[src/rtl/sop_pkg.sv]
package sop_pkg;
  typedef enum logic [1:0] {
    SR_HOLD = 2'b00,
    SR_SHR  = 2'b01,
    SR_LOAD = 2'b11
  } sr_mode_e;

  typedef enum logic [2:0] {
    ST_IDLE,
    ST_LOAD,
    ST_SHIN,
    ST_CALC,
    ST_SHOUT
  } seq_state_e;
endpackage

[src/rtl/sop_seq.sv]
module sop_seq
  import sop_pkg::*;
#(
  parameter int DATA_W = 8
) (
  input  logic       clk_i,
  input  logic       rst_ni,
  input  logic       start_i,
  output seq_state_e state_o
);
  localparam int CNT_W = (DATA_W > 1) ? $clog2(DATA_W) : 1;
  localparam logic [CNT_W-1:0] LAST = CNT_W'(DATA_W - 1);

  seq_state_e state_q;
  logic [CNT_W-1:0] cnt_q;

  always_ff @(posedge clk_i or negedge rst_ni) begin
    if (!rst_ni) begin
      state_q <= ST_IDLE;
      cnt_q   <= '0;
    end else begin
      unique case (state_q)
        ST_IDLE:  if (start_i) state_q <= ST_LOAD;
        ST_LOAD: begin
          state_q <= ST_SHIN;
          cnt_q   <= '0;
        end
        ST_SHIN: begin
          if (cnt_q == LAST) begin
            state_q <= ST_CALC;
            cnt_q   <= '0;
          end else begin
            cnt_q <= cnt_q + 1'b1;
          end
        end
        ST_CALC:  state_q <= ST_SHOUT;
        ST_SHOUT: begin
          if (cnt_q == LAST) begin
            state_q <= ST_IDLE;
            cnt_q   <= '0;
          end else begin
            cnt_q <= cnt_q + 1'b1;
          end
        end
        default: state_q <= ST_IDLE;
      endcase
    end
  end

  assign state_o = state_q;
endmodule

[src/rtl/sop_deser.sv]
module sop_deser #(
  parameter int DATA_W = 8
) (
  input  logic              clk_i,
  input  logic              rst_ni,
  input  logic              en_i,
  input  logic              bit_i,
  output logic [DATA_W-1:0] data_o
);
  logic [DATA_W-1:0] data_q;

  // LSB arrives first; fill from the MSB end
  always_ff @(posedge clk_i or negedge rst_ni) begin
    if (!rst_ni)   data_q <= '0;
    else if (en_i) data_q <= {bit_i, data_q[DATA_W-1:1]};
  end

  assign data_o = data_q;
endmodule

[src/rtl/sop_alu.sv]
module sop_alu #(
  parameter int DATA_W = 8,
  parameter int SHIFT  = 3
) (
  input  logic [DATA_W-1:0] op1_i,
  input  logic [DATA_W-1:0] op2_i,
  output logic [DATA_W-1:0] quo_o,
  output logic              ovf_o
);
  localparam int EXT_W = DATA_W + 1;
  localparam int PAD_W = DATA_W - (EXT_W - SHIFT);
  localparam logic [EXT_W-1:0] BIAS = EXT_W'((1 << SHIFT) - 1);

  logic [EXT_W-1:0] diff;
  logic [EXT_W-1:0] biased;
  logic             unused_low;

  assign diff   = {op2_i[DATA_W-1], op2_i} - {op1_i[DATA_W-1], op1_i};
  // bias negative values so the shift truncates toward zero
  assign biased = diff + (diff[EXT_W-1] ? BIAS : '0);
  assign quo_o  = {{PAD_W{biased[EXT_W-1]}}, biased[EXT_W-1:SHIFT]};
  assign ovf_o  = diff[EXT_W-1] ^ diff[DATA_W-1];
  assign unused_low = ^biased[SHIFT-1:0];
endmodule

[src/rtl/sop_ser.sv]
module sop_ser #(
  parameter int DATA_W = 8
) (
  input  logic              clk_i,
  input  logic              rst_ni,
  input  logic              load_i,
  input  logic              shift_i,
  input  logic [DATA_W-1:0] data_i,
  output logic              bit_o
);
  logic [DATA_W-1:0] data_q;

  always_ff @(posedge clk_i or negedge rst_ni) begin
    if (!rst_ni)      data_q <= '0;
    else if (load_i)  data_q <= data_i;
    else if (shift_i) data_q <= {1'b0, data_q[DATA_W-1:1]};
  end

  assign bit_o = data_q[0];
endmodule

[src/rtl/sop_ctrl.sv]
module sop_ctrl
  import sop_pkg::*;
#(
  parameter int DATA_W    = 8,
  parameter int DIV_SHIFT = 3
) (
  input  logic       clk_i,
  input  logic       rst_ni,
  input  logic       start_i,
  input  logic       sr1_ser_i,
  input  logic       sr2_ser_i,
  output logic [1:0] sr1_mode_o,
  output logic [1:0] sr2_mode_o,
  output logic       res_ser_o,
  output logic       done_o,
  output logic       ovf_o,
  output logic       op_ld_o,
  output logic       res_ld_o
);
  localparam int NUM_OPS = 2;

  seq_state_e        state;
  logic [NUM_OPS-1:0] ser_in;
  logic [DATA_W-1:0] opnd [NUM_OPS];
  logic [DATA_W-1:0] quo;
  logic              ovf_calc;
  logic              ovf_q;
  sr_mode_e          mode1, mode2;

  assign ser_in = {sr2_ser_i, sr1_ser_i};

  sop_seq #(.DATA_W(DATA_W)) u_seq (
    .clk_i   (clk_i),
    .rst_ni  (rst_ni),
    .start_i (start_i),
    .state_o (state)
  );

  for (genvar i = 0; i < NUM_OPS; i++) begin : g_opnd
    sop_deser #(.DATA_W(DATA_W)) u_deser (
      .clk_i  (clk_i),
      .rst_ni (rst_ni),
      .en_i   (state == ST_SHIN),
      .bit_i  (ser_in[i]),
      .data_o (opnd[i])
    );
  end

  sop_alu #(.DATA_W(DATA_W), .SHIFT(DIV_SHIFT)) u_alu (
    .op1_i (opnd[0]),
    .op2_i (opnd[1]),
    .quo_o (quo),
    .ovf_o (ovf_calc)
  );

  sop_ser #(.DATA_W(DATA_W)) u_ser (
    .clk_i   (clk_i),
    .rst_ni  (rst_ni),
    .load_i  (state == ST_CALC),
    .shift_i (state == ST_SHOUT),
    .data_i  (quo),
    .bit_o   (res_ser_o)
  );

  always_ff @(posedge clk_i or negedge rst_ni) begin
    if (!rst_ni)                           ovf_q <= 1'b0;
    else if (state == ST_IDLE && start_i)  ovf_q <= 1'b0;
    else if (state == ST_CALC)             ovf_q <= ovf_calc;
  end

  always_comb begin
    mode1 = SR_HOLD;
    mode2 = SR_HOLD;
    unique case (state)
      ST_LOAD:  begin mode1 = SR_LOAD; mode2 = SR_LOAD; end
      ST_SHIN:  begin mode1 = SR_SHR;  mode2 = SR_SHR;  end
      ST_SHOUT: mode1 = SR_SHR;
      default:  ;
    endcase
  end

  assign sr1_mode_o = mode1;
  assign sr2_mode_o = mode2;
  assign done_o     = (state == ST_IDLE);
  assign op_ld_o    = (state == ST_LOAD) || (state == ST_SHIN);
  assign res_ld_o   = (state == ST_SHOUT);
  assign ovf_o      = ovf_q;
endmodule

[config.mk]
export PLATFORM = sky130hd
export DESIGN_NAME = sop_ctrl
export DESIGN_NICKNAME = d
export VERILOG_FILES = /design/src/rtl/sop_pkg.sv /design/src/rtl/sop_seq.sv /design/src/rtl/sop_deser.sv /design/src/rtl/sop_alu.sv /design/src/rtl/sop_ser.sv /design/src/rtl/sop_ctrl.sv
export SDC_FILE = /design/constraint.sdc
export NUM_CORES = 1
export LEC_CHECK = 0
export BUFFER_PORTS_ARGS = -buffer_cell sky130_fd_sc_hd__buf_2
export CORE_ASPECT_RATIO = 1.1
export CORE_MARGIN = 8
export CORE_UTILIZATION = 59
export DETAILED_ROUTE_END_ITERATION = 10
export PLACE_DENSITY = 0.78
export RECOVER_POWER = 50
export SYNTH_ARGS = -nofsm -noshare
export SYNTH_HDL_FRONTEND = slang
export SYNTH_SLANG_ARGS = --single-unit
export TNS_END_PERCENT = 10
[constraint.sdc]
create_clock -name clk_i -period 3.35 [get_ports clk_i]
set_input_delay 0.335 -clock clk_i [delete_from_list [all_inputs] [get_ports clk_i]]
set_output_delay 0.335 -clock clk_i [all_outputs]
set_load 0.03 [all_outputs]
Word-level counts from Yosys, hierarchy flattened
Index checks and enable logic that the tools add are counted.
{"block": "word_totals", "register_bits": 31, "output_inout_bits": 9}
{"block": "classes", "add_sub_neg": 3, "eq_ne": 8, "mux": 13, "bitwise_logic": 1, "n_reduce_logical": 8}
{"cell": "8-bit two-way mux", "n": 2}
{"cell": "3-bit two-way mux", "n": 5}
{"cell": "3-bit one-hot mux with 5 select lines", "n": 1}
{"cell": "9-bit adder", "n": 1}
{"cell": "8-bit by 8-bit subtractor with 9-bit output", "n": 1}
{"cell": "2-bit one-hot mux with 2 select lines", "n": 2}
{"cell": "3-bit by 2-bit equality test with 1-bit output (second input constant)", "n": 2}
{"cell": "3-bit equality test (second input constant)", "n": 2}
{"cell": "3-bit one-hot mux with 2 select lines", "n": 1}
{"cell": "2-bit nonzero test", "n": 3}
{"cell": "2-bit inequality test (second input constant)", "n": 2}
{"cell": "3-bit by 1-bit adder with 3-bit output (second input constant)", "n": 1}
{"cell": "3-bit by 1-bit equality test with 1-bit output (second input constant)", "n": 1}
{"cell": "3-bit zero test", "n": 1}
{"cell": "3-bit AND reduction", "n": 1}
{"cell": "1-bit two-way mux", "n": 2}
{"cell": "2-bit by 1-bit inequality test with 1-bit output (second input constant)", "n": 1}
{"cell": "2-bit OR reduction", "n": 1}
{"cell": "1-bit logical AND", "n": 1}
{"cell": "1-bit logical OR", "n": 1}
{"cell": "1-bit bitwise XOR", "n": 1}

Depth between registers and ports, before layout
Gate-level depths: netlist of run 1.
{"block": "depth", "ltp_word": 4, "ltp_mapped": 11, "mapped_depth_nobuf": 11}

Modules after synthesis
Synthesis of run 1 repeated with hierarchy kept, for this count alone.
{"block": "hier_totals", "hier_cells": 184, "hier_area_um2": 2052.0}
{"module": "sop_deser", "n_inst": 2, "cells_per_inst": 17, "area_per_inst_um2": 331.6, "seq_area_each_um2": 200.2}
{"module": "sop_alu", "n_inst": 1, "cells_per_inst": 60, "area_per_inst_um2": 478.0, "seq_area_each_um2": 0.0}
{"module": "sop_seq", "n_inst": 1, "cells_per_inst": 38, "area_per_inst_um2": 394.1, "seq_area_each_um2": 150.1}
{"module": "sop_ser", "n_inst": 1, "cells_per_inst": 34, "area_per_inst_um2": 369.1, "seq_area_each_um2": 200.2}
{"module": "sop_ctrl", "n_inst": 1, "cells_per_inst": 18, "area_per_inst_um2": 147.6, "seq_area_each_um2": 25.0}

Worst setup path before layout of run 1
OpenSTA, ideal clock, no wires.
{"block": "synth_timing", "path_type": "register to register", "startpoint": "register g_opnd[1].u_deser.data_q[0]", "endpoint": "register u_ser.data_q[5]", "setup_time_ns": 0.134, "arrival_ns": 2.332, "required_time_ns": 3.216, "path_slack_ns": 0.884, "stages_incl_launch_ff": 12, "n_path_buf": 0, "synth_period_minus_slack_ns": 2.466, "path_cell_list": "dfrtp_1 inv_1 ha_1 inv_1 fa_1 a211oi_2 o31ai_2 o221a_2 nand3b_4 nor4bb_4 a211o_1 o21ai_0"}
{"block": "synth_via", "elab_chain_cells": 4}
{"item": "start: declaration", "line_no": "sop_deser.sv:10", "source": "logic [DATA_W-1:0] data_q;"}
{"item": "start signal: assignment", "line_no": "sop_deser.sv:15", "source": "else if (en_i) data_q <= {bit_i, data_q[DATA_W-1:1]};"}
{"item": "8-bit by 8-bit subtractor with 9-bit output *", "line_no": "sop_alu.sv:18", "source": "assign diff = {op2_i[DATA_W-1], op2_i} - {op1_i[DATA_W-1], op1_i};"}
{"item": "3-bit two-way mux", "line_no": "sop_alu.sv:20", "source": "assign biased = diff + (diff[EXT_W-1] ? BIAS : '0);"}
{"item": "9-bit adder *", "line_no": "sop_alu.sv:20"}
{"item": "8-bit two-way mux *", "line_no": "sop_ser.sv:15", "source": "else if (load_i) data_q <= data_i;"}
{"item": "end signal: assignment", "line_no": "sop_ser.sv:15"}
{"item": "end signal: assignment", "line_no": "sop_ser.sv:16", "source": "else if (shift_i) data_q <= {1'b0, data_q[DATA_W-1:1]};"}
{"item": "end: declaration", "line_no": "sop_ser.sv:11", "source": "logic [DATA_W-1:0] data_q;"}
Mark *: on every way between the ends. The rest lies on a longest branch, timed or not.
A chain may end at the register's enable or synchronous reset.

Worst setup path after layout of run 1
Ends and elaborated chain as after synthesis.

==> results, run 1 <==
- The flow ran to the end, but the final reports show violations.
- The number of gates resized after cts is 0.
- Between clock sinks in the finished design, the worst skew comes to 0.00766 ns.
- The first-pass iteration count of the detailed router is 4.
- The placed standard-cell area is 1890 sq um.
- The routed design could run at a clock period as short as 2.63 ns.
- Summed over its instances, the top area cell type makes up 43.1% of the synthesized netlist area.
- The count of hold-fix buffers inserted at cts is 0.
- The clock transition at the register clock pins on the worst setup and hold paths after CTS is 0.09 ns.
- Data on the critical path is required at its endpoint by 3.56 ns.
- The clock drives 31 sinks.
- The overflow left after global routing is 0.
- The final critical path takes up 78.4% of the cycle.
- The critical path is of the flip-flop to flip-flop type.
- The endpoint kind of the worst setup timing path is a flip-flop.
- After routing the design area is 1960 sq um.
- The most used flip-flop cell after synthesis is sky130_fd_sc_hd__dfrtp_1.
- The number of top-level pins is 14.
- The cell area that synthesis handed to floorplanning was 1800 sq um.
- Setup violations remaining at the end of the flow were counted as 0.
- Of all flip-flops after synthesis, the portion carrying an async set or reset was 100%.
- For this run, the number of Yosys warnings is 0.
- The hold violation count in the final report is 0.
- Dividing the detail-routed via count by the number of cells gives 5.69.
- The wire length per cell after detailed routing is 14.4 um.
- Counting flops with a built-in enable in the synthesized netlist gives 0.
- The HPWL after detailed placement is 2440 um.
- Wires add up to 3230 um.
- The number of input and output port buffers inserted is 13.
- In this run, the number of DRC markers left after iteration 0 of detailed routing was 106.
- 0 antenna diodes ended up in the layout.
- Sorting the synthesized cells by area gives the leading types as sky130_fd_sc_hd__dfrtp_1 43%, sky130_fd_sc_hd__ha_1 6.9%, sky130_fd_sc_hd__o21ai_0 5.6%.
- The core region is 2970 sq um.
- The number of nets in the synthesized netlist is 192.
- The number of nets with antenna violations after routing is 0.
- The final core utilization is 65.9%.
- For the pin with the worst max-slew slack, the measured transition is 1.64 ns.
- The count of pins over their slew limit is 32.
- The die covers 5080 sq um.
- From left edge to right edge, the die measures 68.7 um.
- In this run the worst path has a maximum fanout of 4.
- The detailed-route via count is 1,281.
- The achievable clock frequency is 381 MHz.
- Counting distinct cell types in the post-synthesis netlist gives 36.
- The overall die height is 74.0 um.
- The sort of element at the start of the critical path is a flip-flop.
- Counting flops and latches in the post-synthesis netlist gives 31.
- Summed over all instances, the cell type with the most area after synthesis is sky130_fd_sc_hd__dfrtp_1.
- The final RePlAce weighted congestion is 0.838.
- The final reports fail on max-capacitance violations, max-slew violations.
- CTS placed an instance of sky130_fd_sc_hd__clkbuf_4 at the clock tree root.
- The overall routing resource usage is 14.6%.
- Setup repair after global routing left no endpoint under its margin.
- Counting the buffers created by CTS gives 5.
- The commonest cells after synthesis are 31 x sky130_fd_sc_hd__dfrtp_1, 20 x sky130_fd_sc_hd__o21ai_0, 17 x sky130_fd_sc_hd__nand2_1, 13 x sky130_fd_sc_hd__inv_1, 10 x sky130_fd_sc_hd__ha_1.
- The headroom to the max-slew limit is -9.10%.
- Once the clock tree was built, the setup fixing pass inserted 0 buffers.
- In the post-synthesis netlist, the cell with the most instances is sky130_fd_sc_hd__dfrtp_1.
- The number of rows created at floorplan is 21.
- The max-capacitance violation count is 1.
- Once the floorplan was initialized, standard cells occupied 60.7% of the core.
- The number of antenna violations at the first check in global routing is 0.
- The slack of the worst reg-to-reg path is 0.72 ns.
- In the final design database the tool counted 206 nets.
- In this run the worst hold path is classified as primary input to flip-flop.
- The data arrival time at the worst-slack endpoint is 2.84 ns.
- The later pin in the worst-skew pair is clocked with a latency of 0.33 ns.
- The maximum root-to-sink buffer count is 2.
- The sequential share of the synthesized area is 43.1%.
- The area growth from synthesis to layout is 8.54%.
- The ratio of cells with drive above 1 in the final layout is 19.4%.
- The summed negative setup slack over all endpoints is 0 ns.
- The number of cells produced by synthesis is 176.
- TritonCTS built the clock tree.
- The via count of the first global-routing pass is 1,216.
- The layout has 264 filler cells.
- Entering global routing, the biggest net connects 32 pins.
- The first-pass GRT wire length is 5480 um.
- The maximum level of the CTS H-tree is 2.
- After detailed routing, the number of remaining DRC violations is 0.
- Dividing the synthesized area by the synthesized cell count gives 10.2 sq um.
[cell type report]
class	instances	area (sq um)	share of cell area (%)
flip-flops and latches	31	776	39.7
inverters	13	48.8	2.50
repair buffers	15	76.3	3.90
well taps	34	42.5	2.18
multi-input cells	124	943	48.2
clock buffers	8	68.8	3.52
[path summary, 6_finish.rpt]
| check | start | end | depth (start not counted) |
|---|---|---|---|
| hold reg to reg | g_opnd[0].u_deser.data_o[3]$_DFFE_PN0P_ | g_opnd[0].u_deser.data_o[2]$_DFFE_PN0P_ | 2 |
| setup reg to reg | g_opnd[1].u_deser.data_o[0]$_DFFE_PN0P_ | u_ser.data_q[5]$_DFFE_PN0P_ | 11 |
| max in group asynchronous | rst_ni | g_opnd[1].u_deser.data_o[0]$_DFFE_PN0P_ | 1 |
| min in group asynchronous | rst_ni | u_seq.cnt_q[0]$_DFFE_PN0P_ | 1 |
| setup / recovery | g_opnd[1].u_deser.data_o[0]$_DFFE_PN0P_ | u_ser.data_q[5]$_DFFE_PN0P_ | 11 |
| hold / removal | sr1_ser_i | g_opnd[0].u_deser.data_o[7]$_DFFE_PN0P_ | 3 |
[sequential cells by signal (all words and copies together), names as in the netlist]
signal / cells
g_opnd.u_deser.data_o: 16
ovf_o: 1
u_seq.cnt_q: 3
u_seq.state_o: 3
u_ser.data_q: 8
[cells in the final DEF, fill, tap and decap left out, drive strengths merged]
cell	synthesis	layout
mux2	8	8
buf	2	12
o21ai	21	21
xnor2	8	8
nor3b	6	6
mux2i	7	7
nor3	2	2
dfrtp	31	31
nor2	7	7
nand2	17	17
a21o	2	2
xor2	5	5
a21oi	3	3
nor2b	1	1
fa	1	1
nand3	3	3
a211o	1	1
or2	2	2
nor4bb	1	1
a31oi	2	2
o31ai	1	1
clkbuf	6	11
ha	10	10
nand2b	2	2
nand3b	4	4
a211oi	1	1
inv	13	13
o221a	3	3
or3	2	2
o2111ai	1	1
and3b	1	1
a22oi	2	2
[per-stage QoR]
step / hold slack (ns) / std cells / setup WS [ns]
after floorplan: 0.0394 / 176 / 0.884
after global placement: 0.391 / 217 / 0.794
after detailed placement: 0.413 / 217 / 0.726
after CTS: 0.0391 / 225 / 0.707
after global routing: 0.205 / 225 / 0.545
final: 0.231 / 225 / 0.725
[worst max-delay path, stage by stage (launching register included)]
cell and delay [ns]:
sky130_fd_sc_hd__dfrtp_1 0.37, sky130_fd_sc_hd__inv_1 0.06, sky130_fd_sc_hd__ha_1 0.15, sky130_fd_sc_hd__inv_1 0.07, sky130_fd_sc_hd__fa_1 0.42, sky130_fd_sc_hd__a211oi_2 0.26, sky130_fd_sc_hd__o31ai_2 0.12, sky130_fd_sc_hd__o221a_2 0.28
sky130_fd_sc_hd__nand3b_4 0.19, sky130_fd_sc_hd__nor4bb_4 0.32, sky130_fd_sc_hd__a211o_1 0.20, sky130_fd_sc_hd__o21ai_0 0.08
[routing by layer]
layer  track usage [%]  up-vias  wire, um
li1                  -      642         -
met1              16.0      620      1350
met2              24.0       15      1680
met3              5.57        4       140
met4              7.59        0        64
met5                 0        -         0
[cells by family (layout without fill, tap and decap cells)]
kind of cell / count (synthesis) / after routing / share of synthesized area [%]
adders and majority gates: 11 / 11 / 8.06
and+or+nand+nor: 48 / 48 / 15.8
muxes: 15 / 15 / 8.89
buffers and inverters: 21 / 36 / 4.58
xor gates and xnor gates: 13 / 13 / 6.32
DFF: 31 / 31 / 43.1
AOI/OAI and AO/OA: 37 / 37 / 13.3
Power of run 1 is left out: the tool's default activity adds up to more than one toggle a clock period on the data nets, which glitch-free logic cannot reach.
==> inputs of run 2 (changes only) <==
- ABC_AREA: default -> 1
- PLACE_DENSITY: 0.78 -> 0.77
- clock period: 3.35 -> 2.58 ns (I/O delays scaled with it)
==> results, run 2 <==
- The flow ran to the end, but the final reports show violations.
- The checks that failed: max-capacitance violations, max-slew violations.
- After clock tree synthesis, the clock-pin slew on the worst setup and hold paths is 0.09 ns.
- Leaving out fill and tap cells, the most frequent cell in the layout is sky130_fd_sc_hd__nand2_1.
- The die outline area is 5340 sq um.
- The first-pass iteration count of the detailed router is 4.
- The count of buffers added on input and output ports is 13.
- The achievable clock frequency is 486 MHz.
- The register with the most flip-flops in the layout has 16 of them.
- After floorplanning, the core was sized to cover 3070 sq um.
- In the post-synthesis netlist, the biggest area contributors are sky130_fd_sc_hd__dfrtp_1 40%, sky130_fd_sc_hd__nand2_1 18%, sky130_fd_sc_hd__ha_1 6.5%.
- For this block, wires on met1 add up to 1790 um.
- The endpoint of the worst hold-timing path is g_opnd[1].u_deser.data_o[7]$_DFFE_PN0P_.
- The post-layout instance area is 2060 sq um.
- The library cell with the highest instance count after synthesis is sky130_fd_sc_hd__nand2_1.
- The number of DRC violations after detailed-routing iteration 0 is 70.
- The hold violation count in the final report is 0.
- The via count of the first global-routing pass is 1,546.
- In this run the critical register-to-register path is launched from g_opnd[1].u_deser.data_o[0]$_DFFE_PN0P_.
- The number of different library cells used by synthesis comes to 27.
- The count of pins over their slew limit is 32.
- The post-synthesis average cell area is 7.44 sq um.
- Synthesis produced 258 cells.
- The number of antenna violations at the first check in global routing is 0.
- The tree built by TritonCTS fans out to 31 sinks.
- Wire segments on met3 add up to 103 um in the final route.
- The flip-flop cell with the highest count after synthesis is sky130_fd_sc_hd__dfrtp_1.
- Along the worst hold path, the cell count comes to 3.
- Global routing consumed, over all layers together, 15.2% of the routing resources.
- Across the run, the number of max-cap violations was 1.
- Setup repair after global routing left no endpoint under its margin.
- The cell type of the slowest stage on the worst timing path is sky130_fd_sc_hd__dfrtp_1.
- After synthesis, flip-flops and latches occupy 40.4% of the total area.
- The synthesized design spends more area on one cell type than any other, namely sky130_fd_sc_hd__dfrtp_1.
- The post-route netlist has 14.2% of its cells at a drive strength greater than 1.
- The routed wire length is 3520 um.
- For this run, design rule violations remaining after detail routing come to 0.
- The critical path is of the flip-flop to output pin type.
- The synthesized netlist occupies a cell area of 1920 sq um.
- The H-tree generated during clock tree synthesis spans 2 levels.
- The post-synthesis register bit count is 31.
- Traced cell by cell, the critical path runs through nor2_1 -> inv_1 -> nor2_4 -> inv_1 -> nand2_1 -> inv_1 -> nand2_1 -> buf_2.
- The period utilization is 79.8%.
- The clock period minus final worst setup slack is 2.06 ns.
- The final layout contains 292 nets.
- The number of gates resized after cts is 0.
- For the pin with the worst max-slew slack, the measured transition is 1.59 ns.
- The via density per instance is 5.06.
- The commonest cells after synthesis are 90 x sky130_fd_sc_hd__nand2_1, 33 x sky130_fd_sc_hd__inv_1, 31 x sky130_fd_sc_hd__dfrtp_1, 20 x sky130_fd_sc_hd__nor2_1, 17 x sky130_fd_sc_hd__o21ai_0.
- Clock latency on the worst-skew pair, taken at its later pin, is 0.33 ns.
- The combined buffer and inverter count along the critical path is 4.
- The number of synthesized flops with an enable pin is 0.
- The cell at the root of the clock tree is sky130_fd_sc_hd__clkbuf_4.
- The data arrival time at the worst-slack endpoint is 1.80 ns.
- The first global-routing pass estimated 6560 um of wire.
- The class of the tightest hold or removal check is primary input to flip-flop.
- Along the worst path, the maximum fanout reaches 12.
- The clock passes through at most 2 buffers.
- The detailed-routed wire length on met2 is 1590 um.
- The final RePlAce weighted congestion is 0.849.
- The critical path required time is 2.32 ns.
- Counting the buffers created by CTS gives 5.
- Setup violations remaining at the end of the flow were counted as 0.
- For this run, the slowest stage of the critical path takes 0.38 ns.
- The uppermost metal layer occupied by signal nets is met4.
- The maximum number of pins on one net before global-route repair is 32.
- The summed negative setup slack over all endpoints is 0 ns.
- STA classifies the critical path endpoint as an output pin.
- The worst-case reg-to-reg path depth is 14.
- For this configuration, the core starts out at a cell density of 62.4%.
- The count of yosys warnings during synthesis is 0.
- The category of cells accounting for the largest share of critical-path delay is buffers and inverters.
- The layout-stage area growth over the synthesis result is 7.11%.
- The worst setup path is launched from a flip-flop.
- Measured along the x axis, the die boundary spans 70.4 um.
- The least setup slack across all paths after layout is 0.521 ns.
- In this run the register-to-register setup slack is 0.56 ns.
- The clock tree from TritonCTS is yes.
- Counting every net in the synthesized netlist gives 274.
- Summed over all nets, the half-perimeter wirelength after detailed placement is 2690 um.
- Headroom to the max-slew limit came out at -6.19%.
- In the layout the commonest cells are 90 x sky130_fd_sc_hd__nand2_1, 34 x sky130_fd_sc_hd__inv_1, 31 x sky130_fd_sc_hd__dfrtp_1.
- Clock skew on the completed layout was measured at 0.00206 ns.
- The worst hold path startpoint is sr2_ser_i.
- In this run the cell area measured after placement is 2020 sq um.
- The overflow left after global routing is 0.
- Detailed routing inserted a total of 1,562 vias.
- The fill cell instance count of the final layout is 284.
- The worst register-to-register path ends at u_ser.data_q[7]$_DFFE_PN0P_.
- The floorplan has 21 rows.
- The detail route stage leaves a number of antenna-violating nets equal to 0.
- The number of antenna diodes in the final layout is 0.
- For this design the top-level I/O count stands at 14.
- The floorplan step set the die height to 75.8 um.
- The share of flip-flops with an asynchronous set or reset is 100%.
- Prior to clock tree synthesis, the placed netlist has a worst setup slack of 0.587 ns.
- The cell with the most instances on the worst path is sky130_fd_sc_hd__inv_1.
- The area share of the largest cell type after synthesis is 40.4%.
- The wire length per cell after detailed routing is 11.4 um.
==> run 2: cell types whose count changed in the layout (fill, tap and decap cells not counted), sizes merged, moves of 8 or more <==
cell   before  now
inv        13   37
mux2        8    0
nand2      17   96
nand3       3   15
nor2        7   25
==> run 2: layer usage <==
layer	up-vias	track usage (%)
li1	839	-
met1	697	19.6
met2	21	23.2
met3	5	4.30
met4	0	7.14
met5	-	0
==> run 2: how the worst max path moves through the flow <==
stage	start	to	slack (ns)	cells after the start
after floorplan	u_seq.state_o[2]$_DFFE_PN0P_	sr2_mode_o[0]	0.67	6
after global placement	g_opnd[1].u_deser.data_o[0]$_DFFE_PN0P_	u_ser.data_q[7]$_DFFE_PN0P_	0.61	14
after detailed placement	g_opnd[1].u_deser.data_o[0]$_DFFE_PN0P_	u_ser.data_q[7]$_DFFE_PN0P_	0.59	14
after CTS	g_opnd[1].u_deser.data_o[0]$_DFFE_PN0P_	u_ser.data_q[7]$_DFFE_PN0P_	0.57	14
after global routing	u_seq.state_o[0]$_DFFE_PN0P_	sr1_mode_o[0]	0.24	8
final	u_seq.state_o[2]$_DFFE_PN0P_	sr1_mode_o[0]	0.52	8
==> run 2: timing repair <==
action,4_1_cts,5_1_grt
endpoints found under the setup margin,0,0
endpoints found under the hold margin,31,0
buffers inserted,0,0
hold buffers,1,0
==> run 2: area by class of cell <==
cell class / count / area, sq um / area share [%]
Timing Repair Buffer: 15 / 78.8 / 3.83
Clock buffer: 6 / 41.3 / 2.01
Sequential cell: 31 / 776 / 37.7
Multi-Input combinational cell: 186 / 978 / 47.6
Inverter: 37 / 139 / 6.76
Tap cell: 34 / 42.5 / 2.07
==> run 2: cell families (layout without fill, tap and decap cells) <==
kind of cell | count (synthesis) | after routing | share of synthesized area [%]
AND/OR/NAND/NOR | 144 | 144 | 34.0
AO/OA/AOI/OAI | 30 | 30 | 9.39
XOR/XNOR | 1 | 1 | 0.456
buffers and inverters | 41 | 58 | 8.21
flip-flops | 31 | 31 | 40.4
adder cells (fa/ha/maj) | 11 | 11 | 7.56
==> run 2: per-stage QoR <==
stage	util, %	cells	hold WS, ns
2_1_floorplan	-	258	-0.0376
3_3_place_gp	65.6	302	0.330
3_5_place_dp	65.6	302	0.327
4_1_cts	67.2	309	0.130
5_1_grt	66.9	309	0.140
6_report	66.9	309	0.133
==> run 2: worst reg2reg max path, delay by kind of cell (launching register included) <==
family	cells	cell delay [ns]
buffers and inverters	2	0.13
and+or+nand+nor	10	0.91
DFF	1	0.36
adders and majority gates	2	0.51
Power of run 2 is left out for the same reason.
==> inputs of run 3 (changes only) <==
- ABC_AREA: 1 -> 0
- PLACE_DENSITY: 0.77 -> 0.78
- clock period: 2.58 -> 1.9 ns (I/O delays scaled with it)
==> results, run 3 (synthesis gave the netlist of run 1 again) <==
- From synthesis to final layout, the design area changed by 22.4%.
- The max-capacitance violation count is 0.
- The path class of the tightest hold or removal check is primary input to flip-flop.
- The final RePlAce weighted congestion is 0.798.
- The category of cells accounting for the largest share of critical-path delay is compound AO/OA/AOI/OAI gates.
- At the worst endpoint, the required time is 2.12 ns.
- STA classifies the critical path endpoint as a flip-flop.
- Clock tree synthesis selected as its root buffer the cell sky130_fd_sc_hd__clkbuf_4.
- The hold violation count in the final report came to 0.
- The final critical path takes up 131% of the cycle.
- The number of DRC violations after detailed-routing iteration 0 is 105.
- The cell type of the slowest stage on the worst timing path is sky130_fd_sc_hd__dfrtp_1.
- Data on the critical path arrives at its endpoint at 2.71 ns.
- The beginning of the critical path is g_opnd[1].u_deser.data_o[0]$_DFFE_PN0P_.
- The total setup violations reported at the end of the flow is 12.
- The register with the most flip-flops in the layout has 16 of them.
- The number of input and output port buffers inserted is 13.
- The number of rows created at floorplan is 21.
- The maximum root-to-sink buffer count is 2.
- The via density per instance is 5.51.
- The horizontal extent of the die is 68.7 um.
- STA classifies the critical path startpoint as a flip-flop.
- The worst hold path startpoint is sr1_ser_i.
- The overall routing resource usage is 16.2%.
- The checks that failed: negative setup slack.
- The count of pins over their slew limit is 0.
- The largest fanout on the critical path is 3.
- The count of antenna diodes in the layout is 0.
- The floorplan step defined a core boundary enclosing 2970 sq um.
- The worst reg2reg path endpoint is u_ser.data_q[6]$_DFFE_PN0P_.
- The worst register-to-register path begins at g_opnd[1].u_deser.data_o[0]$_DFFE_PN0P_.
- Measured in cells, the most critical reg-to-reg path has a length of 11.
- The least setup slack across all paths after layout is -0.587 ns.
- Summed over all layers, the routed wires come to 3480 um.
- In this run the tightest slew margin relative to its limit is 50.3%.
- The HPWL after detailed placement is 2680 um.
- The clock tree from TritonCTS is yes.
- Once placement finished, the instance area stood at 2110 sq um.
- For this configuration, the core starts out at a cell density of 60.7%.
- The detailed-route via count is 1,404.
- The clock reaches the later pin of the worst-skew pair after 0.34 ns.
- The setup path with the least slack is of type flip-flop to flip-flop.
- The post-route netlist has 34.4% of its cells at a drive strength greater than 1.
- In this run the remaining antenna-violating nets after routing total 0.
- The number of antenna violations at the first check in global routing came to 0.
- The total clock buffers created by CTS is 5.
- The cell depth of the worst setup path is 11.
- The maximum level of the CTS H-tree is 2.
- The first global-routing pass estimated 6130 um of wire.
- The most common library cell in the layout ignoring fill and taps is sky130_fd_sc_hd__buf_4.
- The run finished, with violations left.
- The floorplan step defined a die boundary enclosing 5080 sq um.
- Between clock sinks in the finished design, the worst skew comes to 0.0118 ns.
- The worst-margin pin slew is 0.746 ns.
- Setup repair after global routing could not meet its margin everywhere.
- The overall die height is 74.0 um.
- The most critical setup path has its endpoint at u_ser.data_q[6]$_DFFE_PN0P_.
- For this run the aggregate overflow at the end of global routing stands at 0.
- Leaving out fill and tap cells, the most frequent cells in the layout are 33 x sky130_fd_sc_hd__buf_4, 31 x sky130_fd_sc_hd__dfrtp_1, 17 x sky130_fd_sc_hd__o21ai_0, 17 x sky130_fd_sc_hd__nand2_1, 12 x sky130_fd_sc_hd__buf_2.
- Dividing the detail-routed wire length by the instance count gives 13.6 um.
- Entering global routing, the biggest net connects 32 pins.
- Walking the worst path, the cells encountered are inv_2 -> ha_4 -> inv_2 -> fa_2 -> a211oi_2 -> o31ai_2 -> o221a_2 -> nand3b_4 -> nor4bb_4 -> a211o_1 -> o21ai_1.
- After detailed routing, the number of remaining DRC violations is 0.
- The count of nets after finishing is 238.
- The largest single stage delay on the critical path is 0.39 ns.
- The achievable clock frequency is 402 MHz.
- The clock transition at the register clock pins on the worst setup and hold paths after CTS is 0.08 ns.
- The first-pass iteration count of the detailed router is 4.
- CTS saw 31 sinks.
- The clock period minus final worst setup slack is 2.49 ns.
- The slack of the worst reg-to-reg path is -0.59 ns.
- By instance count, the cell type seen most on the critical path is sky130_fd_sc_hd__inv_2.
- The post-layout instance area is 2210 sq um.
- The number of top-level pins is 14.
- The via count of the first global-routing pass is 1,457.
- The combined buffer and inverter count along the critical path is 2.
run 3: cell types whose count changed in the layout (fill, tap and decap cells not counted), sizes merged, moves of 8 or more:
cell   change
nand2     -79
buf       +34
inv       -24
nor2      -18
nand3     -12
mux2       +8
run 3: how the worst min path moves through the flow:
stage                                         endpoint  depth (start not counted)  slack, ns
2_1_floorplan  g_opnd[0].u_deser.data_o[0]$_DFFE_PN0P_                          0      -0.11
3_3_place_gp                u_seq.cnt_q[0]$_DFFE_PN0P_                          1       0.25
3_5_place_dp                u_seq.cnt_q[0]$_DFFE_PN0P_                          1       0.26
4_1_cts        g_opnd[0].u_deser.data_o[7]$_DFFE_PN0P_                          3       0.04
5_1_grt        g_opnd[0].u_deser.data_o[7]$_DFFE_PN0P_                          3       0.05
6_report       g_opnd[0].u_deser.data_o[7]$_DFFE_PN0P_                          3       0.06
run 3: what timing repair did:
action / in CTS / in global routing
hold buffers: 1 / 0
gates resized for setup: 9 / 1
setup buffers: 2 / 0
pin swaps: 8 / 0
hold endpoints to repair: 31 / 0
endpoints found under the setup margin: 9 / 14
run 3: tightest hold or removal path, stage by stage:
cell                      delay, ns
sky130_fd_sc_hd__buf_2         0.08
sky130_fd_sc_hd__nand2_1       0.03
sky130_fd_sc_hd__o21ai_0       0.05
run 3: cell type report:
cell class              count  area [sq um]
clock buffers               6          41.3
fillers                   215           763
inverters                  13          48.8
multi-input cells         124           975
flip-flops and latches     31           776
well taps                  34          42.5
repair buffers             47           323
run 3: metal layers:
layer  track usage, %  routed length [um]  vias to the layer above
met4             12.3                 108                        0
met3             3.77                 130                       12
li1                 -                   -                      706
met1             15.9                1380                      670
met5                0                   0                        -
met2             28.4                1860                       16
run 3: through the flow:
| stage | setup TNS [ns] | hold slack [ns] | setup WS [ns] | util, % | std cells |
|---|---|---|---|---|---|
| finish | -4.12 | 0.0560 | -0.587 | 74.3 | 255 |
| global route | -6.21 | 0.0531 | -0.763 | 74.3 | 255 |
| CTS | -4.20 | 0.0420 | -0.592 | 74.1 | 255 |
| detailed placement | -4.88 | 0.265 | -0.701 | 71.1 | 246 |
| global placement | -4.02 | 0.247 | -0.587 | 71.1 | 246 |
| floorplan | -4.19 | -0.106 | -0.564 | - | 176 |
Power of run 3 is left out for the same reason.
